<file path="config.mk">
export PLATFORM = sky130hd
export DESIGN_NAME = ts_gray_source
export DESIGN_NICKNAME = d
export VERILOG_FILES = /design/src/rtl/ts_pkg.sv /design/src/rtl/ts_seq_fsm.sv /design/src/rtl/ts_bin_counter.sv /design/src/rtl/ts_gray_reg.sv /design/src/rtl/ts_gray_source.sv
export SDC_FILE = /design/constraint.sdc
export NUM_CORES = 1
export LEC_CHECK = 0
export BUFFER_PORTS_ARGS = -buffer_cell sky130_fd_sc_hd__buf_2
export CORE_MARGIN = 3
export CORE_UTILIZATION = 60
export DETAILED_ROUTE_END_ITERATION = 10
export GPL_TIMING_DRIVEN = 1
export PLACE_DENSITY = 0.83
export SETUP_SLACK_MARGIN = 0.05
export SLEW_MARGIN = 10
export SYNTH_ARGS = -nofsm -noshare
export SYNTH_HDL_FRONTEND = slang
export SYNTH_HIERARCHICAL = 1
export SYNTH_SLANG_ARGS = --single-unit
</file>
<file path="constraint.sdc">
create_clock -name clk -period 5.1 [get_ports clk]
set_clock_uncertainty 0.1 [all_clocks]
set_input_delay 1.02 -clock clk [delete_from_list [all_inputs] [get_ports clk]]
set_output_delay 1.02 -clock clk [all_outputs]
set_load 0.02 [all_outputs]
</file>
<file path="src/rtl/ts_pkg.sv">
`timescale 1ns/1ps
package ts_pkg;
    typedef enum logic [1:0] {
        TS_IDLE  = 2'd0,
        TS_RUN   = 2'd1,
        TS_CLEAR = 2'd2
    } ts_state_e;
endpackage

</file>
<file path="src/rtl/ts_seq_fsm.sv">
`timescale 1ns/1ps
module ts_seq_fsm
    import ts_pkg::*;
#(
    parameter int MODE_W = 2
) (
    input  logic              clk,
    input  logic              rst_n,
    input  logic              cfg_enable,
    input  logic              cfg_restart,
    input  logic [MODE_W-1:0] cfg_mode,
    output ts_state_e         state_o,
    output logic [MODE_W-1:0] mode_o
);
    ts_state_e         state_q;
    ts_state_e         state_d;
    logic              restart_prev_q;
    logic              restart_edge;
    logic [MODE_W-1:0] mode_q;

    assign restart_edge = cfg_restart & ~restart_prev_q;

    always_comb begin
        state_d = state_q;
        unique case (state_q)
            TS_IDLE:  state_d = cfg_enable ? TS_RUN : TS_IDLE;
            TS_RUN:   state_d = cfg_enable ? TS_RUN : TS_IDLE;
            TS_CLEAR: state_d = cfg_enable ? TS_RUN : TS_IDLE;
            default:  state_d = TS_IDLE;
        endcase
        if (restart_edge) begin
            state_d = TS_CLEAR;
        end
    end

    always_ff @(posedge clk) begin
        if (!rst_n) begin
            state_q        <= TS_IDLE;
            restart_prev_q <= 1'b0;
            mode_q         <= '0;
        end else begin
            state_q        <= state_d;
            restart_prev_q <= cfg_restart;
            mode_q         <= cfg_mode;
        end
    end

    assign state_o = state_q;
    assign mode_o  = mode_q;

    AST_CLEAR_SINGLE_CYCLE: assert property (@(posedge clk) disable iff (!rst_n)
        (state_q == TS_CLEAR && !(cfg_restart && !restart_prev_q)) |=> (state_q != TS_CLEAR));

    AST_LEVEL_NO_RETRIGGER: assert property (@(posedge clk) disable iff (!rst_n)
        (cfg_restart && restart_prev_q) |=> (state_q != TS_CLEAR));
endmodule

</file>
<file path="src/rtl/ts_bin_counter.sv">
`timescale 1ns/1ps
module ts_bin_counter #(
    parameter int CNT_W = 30
) (
    input  logic             clk,
    input  logic             rst_n,
    input  logic             clear_i,
    input  logic             step_i,
    output logic [CNT_W-1:0] cnt_o
);
    localparam logic [CNT_W-1:0] ONE = CNT_W'(1);

    logic [CNT_W-1:0] cnt_q;

    always_ff @(posedge clk) begin
        if (!rst_n) begin
            cnt_q <= '0;
        end else if (clear_i) begin
            cnt_q <= '0;
        end else if (step_i) begin
            cnt_q <= cnt_q + ONE;
        end
    end

    assign cnt_o = cnt_q;

    AST_ZERO_AFTER_CLEAR: assert property (@(posedge clk) disable iff (!rst_n)
        clear_i |=> (cnt_q == '0));

    AST_HOLD_WHEN_IDLE: assert property (@(posedge clk) disable iff (!rst_n)
        (!clear_i && !step_i) |=> $stable(cnt_q));
endmodule

</file>
<file path="src/rtl/ts_gray_reg.sv">
`timescale 1ns/1ps
module ts_gray_reg #(
    parameter int CNT_W = 30
) (
    input  logic             clk,
    input  logic             rst_n,
    input  logic [CNT_W-1:0] bin_i,
    output logic [CNT_W-1:0] gray_o
);
    logic [CNT_W-1:0] gray_d;

    generate
        for (genvar i = 0; i < CNT_W; i++) begin : g_bit
            if (i == CNT_W - 1) begin : g_top
                assign gray_d[i] = bin_i[i];
            end else begin : g_mid
                assign gray_d[i] = bin_i[i] ^ bin_i[i+1];
            end
        end
    endgenerate

    always_ff @(posedge clk) begin
        if (!rst_n) begin
            gray_o <= '0;
        end else begin
            gray_o <= gray_d;
        end
    end
endmodule

</file>
<file path="src/rtl/ts_gray_source.sv">
`timescale 1ns/1ps
module ts_gray_source
    import ts_pkg::*;
#(
    parameter int CNT_W  = 30,
    parameter int MODE_W = 2
) (
    input  logic              clk,
    input  logic              rst_n,
    input  logic              cfg_enable,
    input  logic              cfg_restart,
    input  logic [MODE_W-1:0] cfg_mode,
    output logic              ts_valid,
    output logic [CNT_W-1:0]  ts_gray,
    output logic [MODE_W-1:0] ts_mode
);
    ts_state_e         fsm_state;
    logic [MODE_W-1:0] mode_stage;
    logic [CNT_W-1:0]  cnt_bin;
    logic              cnt_clear;
    logic              cnt_step;

    ts_seq_fsm #(.MODE_W(MODE_W)) u_fsm (
        .clk         (clk),
        .rst_n       (rst_n),
        .cfg_enable  (cfg_enable),
        .cfg_restart (cfg_restart),
        .cfg_mode    (cfg_mode),
        .state_o     (fsm_state),
        .mode_o      (mode_stage)
    );

    assign cnt_clear = (fsm_state == TS_CLEAR);
    assign cnt_step  = (fsm_state == TS_RUN);

    ts_bin_counter #(.CNT_W(CNT_W)) u_cnt (
        .clk     (clk),
        .rst_n   (rst_n),
        .clear_i (cnt_clear),
        .step_i  (cnt_step),
        .cnt_o   (cnt_bin)
    );

    ts_gray_reg #(.CNT_W(CNT_W)) u_gray (
        .clk    (clk),
        .rst_n  (rst_n),
        .bin_i  (cnt_bin),
        .gray_o (ts_gray)
    );

    always_ff @(posedge clk) begin
        if (!rst_n) begin
            ts_valid <= 1'b0;
            ts_mode  <= '0;
        end else begin
            ts_valid <= (fsm_state == TS_RUN);
            ts_mode  <= mode_stage;
        end
    end

    AST_GRAY_SINGLE_STEP: assert property (@(posedge clk) disable iff (!rst_n)
        (ts_valid && $past(ts_valid)) |-> ($countones(ts_gray ^ $past(ts_gray)) == 1));

    AST_VALID_DROP_IN_CLEAR: assert property (@(posedge clk) disable iff (!rst_n)
        (fsm_state == TS_CLEAR) |=> !ts_valid);
endmodule

</file>
Word-level counts from Yosys, hierarchy flattened
Index checks and enable logic that the tools add are counted.
Widths: inputs -> output; s select.
{ "totals": {"register_bits": 68, "inputBits": 6, "output_inout_bits": 33, "word_cells": 51} }
{ "classes": {"n_addsub": 1, "eq_ne": 2, "mux": 3, "bitwise": 33, "reduce_logical": 4} }
{ "ops": {"columns": ["cell", "n"], "rows": [
  ["$add 30x1->30 const B", 1],
  ["$xor 1x1->1", 29],
  ["$reduce_or 3->1", 2],
  ["$mux 2", 2],
  ["$not 1->1", 3],
  ["$eq 2x1->1 const B", 1],
  ["$eq 2x2->1 const B", 1],
  ["$logic_not 2->1", 1],
  ["$reduce_or 2->1", 1],
  ["$and 1x1->1", 1],
  ["$mux 1", 1]
]} }

Longest topological paths before layout
Gate-level depths: netlist of run 1.
{ "depth": {"ltp_word": 4, "depth_mapped": 8, "mapped_depth_nobuf": 5} }

Hierarchy
Netlist of run 1, hierarchy kept.
{ "modules_own_cells": {"columns": ["module", "n_inst", "cells_each", "area_per_inst_um2", "seq_area_each_um2"], "rows": [
  ["ts_bin_counter", 1, 166, 1410.1, 600.6],
  ["ts_gray_reg", 1, 92, 1057.3, 600.6],
  ["ts_seq_fsm", 1, 12, 150.1, 100.1],
  ["ts_gray_source", 1, 8, 97.6, 60.1]
]} }

Worst setup path before layout of run 1
No wires, ideal clock.
{ "synth_timing": {"path_kind": "reg2reg", "from": "register u_fsm.state_q[1] (netlist: u_fsm/state_o[1])", "to": "register u_cnt.cnt_q[21] (netlist: u_cnt/cnt_o[21])", "setup_time_ns": 0.070, "arrival_time_ns": 1.903, "required_ns": 4.930, "slack_ns": 3.026, "path_stages_with_launch": 8, "n_path_buf": 2, "period_less_slack_ns": 2.074, "cell_sequence": "dfxtp_1 -> and2b_2 -> buf_2 -> nand4_1 -> or4_1 -> buf_2 -> or4_1 -> a21oi_1"} }
{ "synth_between": {"elab_cells_between_ends": 3, "cone_classes": "eq/ne (2); reduce/logical (1)"} }
{ "synth_lines": {"columns": ["element", "line_no", "rtl"], "rows": [
  ["start: declaration", "ts_seq_fsm.sv:15", "ts_state_e state_q;"],
  ["start signal: assignment", "ts_seq_fsm.sv:42", "state_q <= state_d;"],
  ["$eq 2x1->1", "ts_gray_source.sv:34", "assign cnt_step = (fsm_state == TS_RUN);"],
  ["named net cnt_step", "ts_gray_source.sv:21", "logic cnt_step;"],
  ["end signal: assignment", "ts_bin_counter.sv:21", "cnt_q <= cnt_q + ONE;"],
  ["end: declaration", "ts_bin_counter.sv:13", "logic [CNT_W-1:0] cnt_q;"]
]} }
The timed path passes the listed nets, and every way through them passes these cells.
A chain may end at the register's enable or synchronous reset.

Worst setup path after layout of run 1
{ "layout_timing": {"from": "input rst_n", "to": "register u_cnt.cnt_q[12] (netlist: u_cnt/cnt_o[12])"} }
{ "layout_between": {"elab_chain_cells": 2} }
{ "layout_lines": {"columns": ["element", "line_no", "rtl"], "rows": [
  ["start: declaration", "ts_gray_source.sv:9", "input logic rst_n,"],
  ["$not 1->1 (no line)", null, null],
  ["$reduce_or 2->1 (no line)", null, null]
]} }
No other way between the ends.

==> results of run 1 <==
-- layer usage --
layer / vias up / track usage, % / share of wire, %
met5: - / 0 / 0
met4: 0 / 11.9 / 1.6
met3: 8 / 4.92 / 4.0
met2: 28 / 34.0 / 52
met1: 936 / 20.7 / 43
li1: 1019 / - / -
-- sequential cells by signal (all words and copies together), names as in the netlist --
| register | count |
|---|---|
| ts_valid | 1 |
| ts_mode | 2 |
| u_cnt/cnt_o | 30 |
| u_fsm/state_o | 2 |
| u_fsm/mode_o | 2 |
| u_fsm/restart_prev_q | 1 |
| u_gray/gray_o | 30 |
-- logic make-up (layout without fill, tap and decap cells) --
logic type	Yosys count	count (layout)	synth area share, %
adders and majority gates	1	1	0.461
DFF	68	68	50.1
muxes	1	1	0.369
and+or+nand+nor	110	110	24.6
buffers and inverters	21	58	3.50
AOI/OAI and AO/OA	38	38	8.39
xor gates and xnor gates	39	39	12.6
-- how the worst max path moves through the flow --
| stage | slack, ns | to | cells past startpoint | startpoint |
|---|---|---|---|---|
| 6_report | 2.30 | u_cnt/cnt_o[12] | 4 | rst_n |
| 5_1_grt | 2.13 | u_cnt/cnt_o[12] | 4 | rst_n |
| 4_1_cts | 2.32 | u_cnt/cnt_o[12] | 4 | rst_n |
| 3_5_place_dp | 1.96 | u_cnt/cnt_o[12] | 4 | rst_n |
| 3_3_place_gp | 2.02 | u_cnt/cnt_o[12] | 4 | rst_n |
| 2_1_floorplan | 3.03 | u_cnt/cnt_o[21] | 7 | u_fsm/state_o[1] |
-- power groups by stage --
stage	combinational, mW	clock [mW]	sequential (mW)
after floorplan	0.0131	0	0.550
after global placement	0.0196	0	0.549
after detailed placement	0.0201	0	0.549
after CTS	0.0203	0.393	0.537
after global routing	0.0227	0.419	0.537
final	0.0201	0.385	0.537
-- cell type report --
| cell class | instances | area share (%) |
|---|---|---|
| flip-flops and latches | 68 | 44.5 |
| multi-input cells | 189 | 41.1 |
| repair buffers | 38 | 6.21 |
| clock buffers | 13 | 5.19 |
| well taps | 50 | 2.04 |
| inverters | 5 | 0.613 |
| clock inverters | 2 | 0.327 |
-- stage by stage --
| stage | std cells | worst slack (ns) | hold slack (ns) | total power [mW] | instance area, um2 |
|---|---|---|---|---|---|
| floorplan | 278 | 3.03 | 0.306 | 0.563 | 2720 |
| global placement | 350 | 2.02 | 0.309 | 0.569 | 2890 |
| detailed placement | 350 | 1.96 | 0.319 | 0.569 | 2890 |
| CTS | 365 | 2.32 | 0.334 | 0.950 | 3060 |
| global route | 365 | 2.13 | 0.353 | 0.979 | 3060 |
| finish | 365 | 2.30 | 0.331 | 0.942 | 3060 |
-- layout by cell type (no fill, tap or decap), types with 2 or more instances in the layout --
cell,instances
buf_2,38
clkinv_2,2
and4_1,4
xor2_1,35
and2_1,35
o21ai_0,8
inv_1,5
o31ai_1,10
or3_1,7
and3_2,2
nand2_1,10
clkbuf_8,11
dfxtp_1,68
a21oi_1,18
nor2_1,11
or4_1,13
xnor2_1,4
nand4_1,8
nand3_1,12
clkbuf_1,2
==> out/qor.txt, run 1 <==
Hold Crit Start -> u_fsm/mode_o[0]
Slew Limit Fails -> 0
Hold Vio Cnt, Final -> 0
CP peak stage delay -> 0.74 ns
Clk network pwr share -> 40.9%
Mean Syn Cell Area -> 9.77 um2
top cells by area, synth -> dfxtp_1 (50%), xor2_1 (11%), and2_1 (8.1%)
clock sinks -> 68
Net Sw Frac -> 21.4%
max-cap viol count -> 0
floorplan row count -> 23
class of the worst hold path -> flip-flop to flip-flop
worst setup path category -> input pin to flip-flop
ANT cells -> 0
area growth from synthesis to layout -> 12.7%
vias per cell -> 5.45
NumNets Final -> 318
Yosys cell types -> 32
TNS Setup -> 0 ns
post-cts sizing count -> 0
WP buf/inv -> 1
CP startpoint kind -> input pin
Root Driver -> clkbuf_8
Worst path slowest cell -> or4_1
RR Startpoint -> u_cnt/cnt_o[4]
switching power of the nets -> 201 uW
share of layout cells above drive strength 1 -> 18.7%
Post-Syn Nets -> 285
Max Clock Freq -> 358 MHz
Gate power share -> 2.1%
sequential power share -> 57.0%
fin crit share -> 54.8%
Synth Flop Type -> dfxtp_1
Post-Syn Area -> 2720 um2
Synth async-reset ratio -> 0%
Crit path arrival time -> 2.98 ns
drc violations -> 0
Die Ht -> 73.3 um
post-layout min period -> 2.80 ns
TritonCTS clock tree -> built
crit end category -> flip-flop
gpl congestion -> 0.762
Clock Tree Buf Depth -> 2
count leader, synth -> dfxtp_1
Yosys Warn Count -> 6
CP cell instances -> buf_2 -> nand2b_1 -> or4_1 -> nand2_1
Initial Utilization -> 65.1%
Clock H-tree levels -> 3
synthesis-stage register bit count -> 68
kind of cell adding the most delay to the critical path -> simple AND/OR/NAND/NOR gates
top-area cell type share of the netlist area -> 50.1%
area leader, netlist -> dfxtp_1
overall routed net length -> 4840 um
Mapped Cells -> 278
initial antenna violation count -> 0
status -> complete, no violations
Routed Antenna Nets -> 0
Remaining Overflow, GRT -> 0
Clk Latency, worst-skew pair -> 0.34 ns
worst r2r dst -> u_cnt/cnt_o[27]
PD cells -> 308 nW/um2
Final Util -> 73.3%
die area -> 5370 um2
initial DRC count -> 198
LEAKAGE -> 1.41 nW
Slew HR -> 22.6%
die width -> 73.3 um
Worst Hold End -> ts_mode[0]
Inserted Clock Buffers -> 9
crit path max fanout -> 39
number of global-route vias before repair -> 1859
internal power -> 741 uW
DR vias -> 1991
actual slew at the worst max-slew pin -> 1.16 ns
CORE AREA -> 4170 um2
Reg2Reg Depth -> 4
# IOs -> 39
Worst-path clk slew -> 0.06 ns
register area -> 1360 um2
maximum vdd drop -> 262 uV
RSZ-0062 raised after global routing -> false
IO buf count -> 38
GRT Overall Usage -> 19.4%
Critical Path RT -> 5.28 ns
Final Setup Violations -> 0
EDFF count, synth -> 0
worst hold stages -> 1
CTS Hold Bufs -> 0
reg-to-reg slack, setup -> 2.69 ns
number of setup buffers added after CTS -> 0
area of the multi-input gates -> 1260 um2
largest net degree at the start of global routing -> 40
Detailed Routing Iterations Pass 1 -> 4
sequential area share after synthesis -> 50.1%
DP HPWL -> 3050 um
Fillers -> 308
WL/cell -> 13.3 um
top post-synthesis cells by count -> dfxtp_1 (68), and2_1 (35), xor2_1 (35)
first-pass GRT wire length -> 7960 um
(Power assumes the default switching activity.)
==> run 2: changes to the inputs <==
--- a/config.mk
+++ b/config.mk
@@ -5,12 +5,13 @@
 export SDC_FILE = /design/constraint.sdc
 export NUM_CORES = 1
 export LEC_CHECK = 0
+export ABC_AREA = 1
 export BUFFER_PORTS_ARGS = -buffer_cell sky130_fd_sc_hd__buf_2
 export CORE_MARGIN = 3
-export CORE_UTILIZATION = 60
+export CORE_UTILIZATION = 57
 export DETAILED_ROUTE_END_ITERATION = 10
 export GPL_TIMING_DRIVEN = 1
-export PLACE_DENSITY = 0.83
+export PLACE_DENSITY = 0.79
 export SETUP_SLACK_MARGIN = 0.05
 export SLEW_MARGIN = 10
 export SYNTH_ARGS = -nofsm -noshare
==> constraint.sdc (replaced) <==
create_clock -name clk -period 2.85 [get_ports clk]
set_clock_uncertainty 0.1 [all_clocks]
set_input_delay 0.57 -clock clk [delete_from_list [all_inputs] [get_ports clk]]
set_output_delay 0.57 -clock clk [all_outputs]
set_load 0.02 [all_outputs]
==> out/qor.txt, run 2 <==
status -> complete, no violations (unchanged)
die area -> 6190 um2 (was 5370 um2)
gpl congestion -> 0.874 (was 0.762)
crit path max fanout -> 7 (was 39)
RR Startpoint -> u_cnt/cnt_o[1] (was u_cnt/cnt_o[4])
EDFF count, synth -> 0 (unchanged)
IO buf count -> 38 (unchanged)
crit end category -> flip-flop (unchanged)
CTS Hold Bufs -> 0 (unchanged)
fin crit share -> 62.7%
initial antenna violation count -> 0 (unchanged)
Mean Syn Cell Area -> 6.94 um2 (was 9.77 um2)
Post-Syn Nets -> 441 (was 285)
GRT Overall Usage -> 21.4% (was 19.4%)
Worst path slowest cell -> dfxtp_1 (was or4_1)
Final Util -> 69.0% (was 73.3%)
DR WL met3 -> 350 um (was 196 um)
Root Driver -> clkbuf_8 (unchanged)
Clk network pwr share -> 38.5% (was 40.9%)
Setup WS pre-CTS -> 1.11 ns (was 1.96 ns)
max-cap viol count -> 0 (unchanged)
final worst slack -> 1.06 ns (was 2.30 ns)
WL/cell -> 10.8 um (was 13.3 um)
Inserted Clock Buffers -> 9 (unchanged)
# IOs -> 39 (unchanged)
area growth from synthesis to layout -> 12.6% (was 12.7%)
number of setup buffers added after CTS -> 0 (unchanged)
Clock H-tree levels -> 3 (unchanged)
Critical Path RT -> 2.99 ns (was 5.28 ns)
Hold Crit Start -> cfg_mode[0] (was u_fsm/mode_o[0])
DR vias -> 2689 (was 1991)
top post-synthesis cells by count -> nand2_1 (128), nor2_1 (92), dfxtp_1 (68) (was dfxtp_1 (68), and2_1 (35), xor2_1 (35))
NumNets Final -> 486 (was 318)
Clk Latency, worst-skew pair -> 0.34 ns (about the same)
RSZ-0062 raised after global routing -> false (unchanged)
area leader, netlist -> dfxtp_1 (unchanged)
CP cell instances -> ha_1 -> nand2_1 -> nor2_2 -> nand2_1 -> nor2_1 -> nand4_1 -> nand2_1 -> nor2_1 (was buf_2 -> nand2b_1 -> or4_1 -> nand2_1)
number of global-route vias before repair -> 2442 (was 1859)
Hold Vio Cnt, Final -> 0 (unchanged)
cell area after layout -> 3390 um2 (was 3060 um2)
main combinational cell family by area after synthesis -> simple AND/OR/NAND/NOR gates (unchanged)
post-layout min period -> 1.79 ns
post-synthesis simple-gate area fraction -> 42.6% (was 24.6%)
reg-to-reg slack, setup -> 1.06 ns (was 2.69 ns)
Net Sw Frac -> 22.8% (was 21.4%)
sequential power share -> 57.8% (was 57.0%)
M1 WL -> 2660 um (was 2070 um)
Slew Limit Fails -> 0 (unchanged)
Crit path arrival time -> 1.93 ns (was 2.98 ns)
Yosys Warn Count -> 6 (unchanged)
Max Clock Freq -> 560 MHz
Detailed Routing Iterations Pass 1 -> 5 (was 4)
Synth Flop Type -> dfxtp_1 (unchanged)
clock sinks -> 68 (unchanged)
first-pass GRT wire length -> 10400 um (was 7960 um)
Final Setup Violations -> 0 (unchanged)
Clock Tree Buf Depth -> 2 (unchanged)
die width -> 78.7 um (was 73.3 um)
drc violations -> 0 (unchanged)
initial DRC count -> 166 (was 198)
synthesis-stage register bit count -> 68 (unchanged)
Gate power share -> 3.7% (was 2.1%)
share of layout cells above drive strength 1 -> 19.5% (was 18.7%)
Die Ht -> 78.7 um (was 73.3 um)
top cells by area, synth -> dfxtp_1 (45%), nand2_1 (16%), nor2_1 (11%) (was dfxtp_1 (50%), xor2_1 (11%), and2_1 (8.1%))
CP startpoint kind -> flip-flop (was input pin)
TritonCTS clock tree -> built (unchanged)
floorplan row count -> 25 (was 23)
Hold Slack -> 0.306 ns (was 0.331 ns)
LEAKAGE -> 1.42 nW (was 1.41 nW)
WP buf/inv -> 0 (was 1)
vias per cell -> 4.89 (was 5.45)
most common cell after layout, fill and taps aside -> nand2_1 (was dfxtp_1)
Yosys cell types -> 24 (was 32)
Pwr Total -> 1.66 mW (was 942 uW)
CP peak stage delay -> 0.43 ns (was 0.74 ns)
DP HPWL -> 4200 um (was 3050 um)
Fillers -> 460 (was 308)
Worst-path clk slew -> 0.07 ns (was 0.06 ns)
worst setup path category -> flip-flop to flip-flop (was input pin to flip-flop)
TNS Setup -> 0 ns (unchanged)
ANT cells -> 0 (unchanged)
XOR/XNOR Fraction of Synth Area -> 0% (was 12.6%)
Final Non-Filler Cells -> 550 (was 365)
class of the worst hold path -> input pin to flip-flop (was flip-flop to flip-flop)
sequential area share after synthesis -> 45.2% (was 50.1%)
register area -> 1360 um2 (unchanged)
switching power of the nets -> 378 uW (was 201 uW)
maximum vdd drop -> 525 uV (was 262 uV)
post-synthesis mux area share -> 0% (was 0.369%)
met2 WL -> 2800 um (was 2500 um)
Cells after DPL -> 535 (was 350)
DR top layer -> met4 (unchanged)
Synth Area in Adders -> 0.415% (was 0.461%)
Remaining Overflow, GRT -> 0 (unchanged)
Setup crit start -> u_cnt/cnt_o[1] (was rst_n)
top-area cell type share of the netlist area -> 45.2% (was 50.1%)
Initial Utilization -> 61.3% (was 65.1%)
area fraction in compound gates after synthesis -> 4.94% (was 8.39%)
Mapped Cells -> 434 (was 278)
Routed Antenna Nets -> 0 (unchanged)
most frequent cells in the layout -> nand2_1 (128), nor2_1 (92), dfxtp_1 (68), inv_1 (39), buf_2 (38) (was dfxtp_1 (68), buf_2 (38), and2_1 (35), xor2_1 (35), a21oi_1 (18))
Synth async-reset ratio -> 0% (unchanged)
Post-DP Area -> 3240 um2 (was 2890 um2)
overall routed net length -> 5920 um (was 4840 um)
Slew HR -> 73.0% (was 22.6%)
internal power -> 1.28 mW (was 741 uW)
post-cts sizing count -> 0 (unchanged)
largest net degree at the start of global routing -> 38 (was 40)
Post-Syn Area -> 3010 um2 (was 2720 um2)
PD cells -> 490 nW/um2 (was 308 nW/um2)
CORE AREA -> 4910 um2 (was 4170 um2)
critical path's most frequent cell -> nand2_1
area of the multi-input gates -> 1440 um2 (was 1260 um2)
kind of cell adding the most delay to the critical path -> simple AND/OR/NAND/NOR gates (unchanged)
count leader, synth -> nand2_1 (was dfxtp_1)
actual slew at the worst max-slew pin -> 0.405 ns (was 1.16 ns)
run 2: area by class of cell:
class | instances | share of cell area [%]
Tap cell | 67 | 2.47
Multi-Input combinational cell | 321 | 42.6
Inverter | 39 | 4.32
Clock inverter | 3 | 0.443
Timing Repair Buffer | 40 | 6.05
Clock buffer | 12 | 3.99
Sequential cell | 68 | 40.1
run 2: cells by family after synthesis:
family	count (synthesis)
buf+inv	45
fa+ha+maj	1
simple gates	292
compound gates	28
flops	68
run 2: worst paths after layout:
kind,end,cells past startpoint
hold / removal,u_fsm/mode_o[0],3
setup reg to reg,u_cnt/cnt_o[24],8
hold reg to reg,ts_mode[1],2
setup / recovery,u_cnt/cnt_o[24],8
run 2: per-layer routing:
metal,vias up,global-route usage (%)
met3,9,6.12
met2,60,34.6
li1,1425,-
met4,0,11.5
met1,1195,25.7
met5,-,0
run 2: worst reg2reg max path: stages (launching register included):
cell and delay [ns]:
dfxtp_1 0.43, ha_1 0.22, nand2_1 0.08, nor2_2 0.18, nand2_1 0.08, nor2_1 0.33, nand4_1 0.14, nand2_1 0.09
nor2_1 0.04
run 2: power by group through the flow:
stage / Combinational, mW / Clock, mW / Sequential, mW
after floorplan: 0.0480 / 0 / 0.984
after global placement: 0.0596 / 0 / 0.981
after detailed placement: 0.0617 / 0 / 0.982
after CTS: 0.0618 / 0.665 / 0.960
after global routing: 0.0702 / 0.706 / 0.960
final: 0.0608 / 0.640 / 0.960
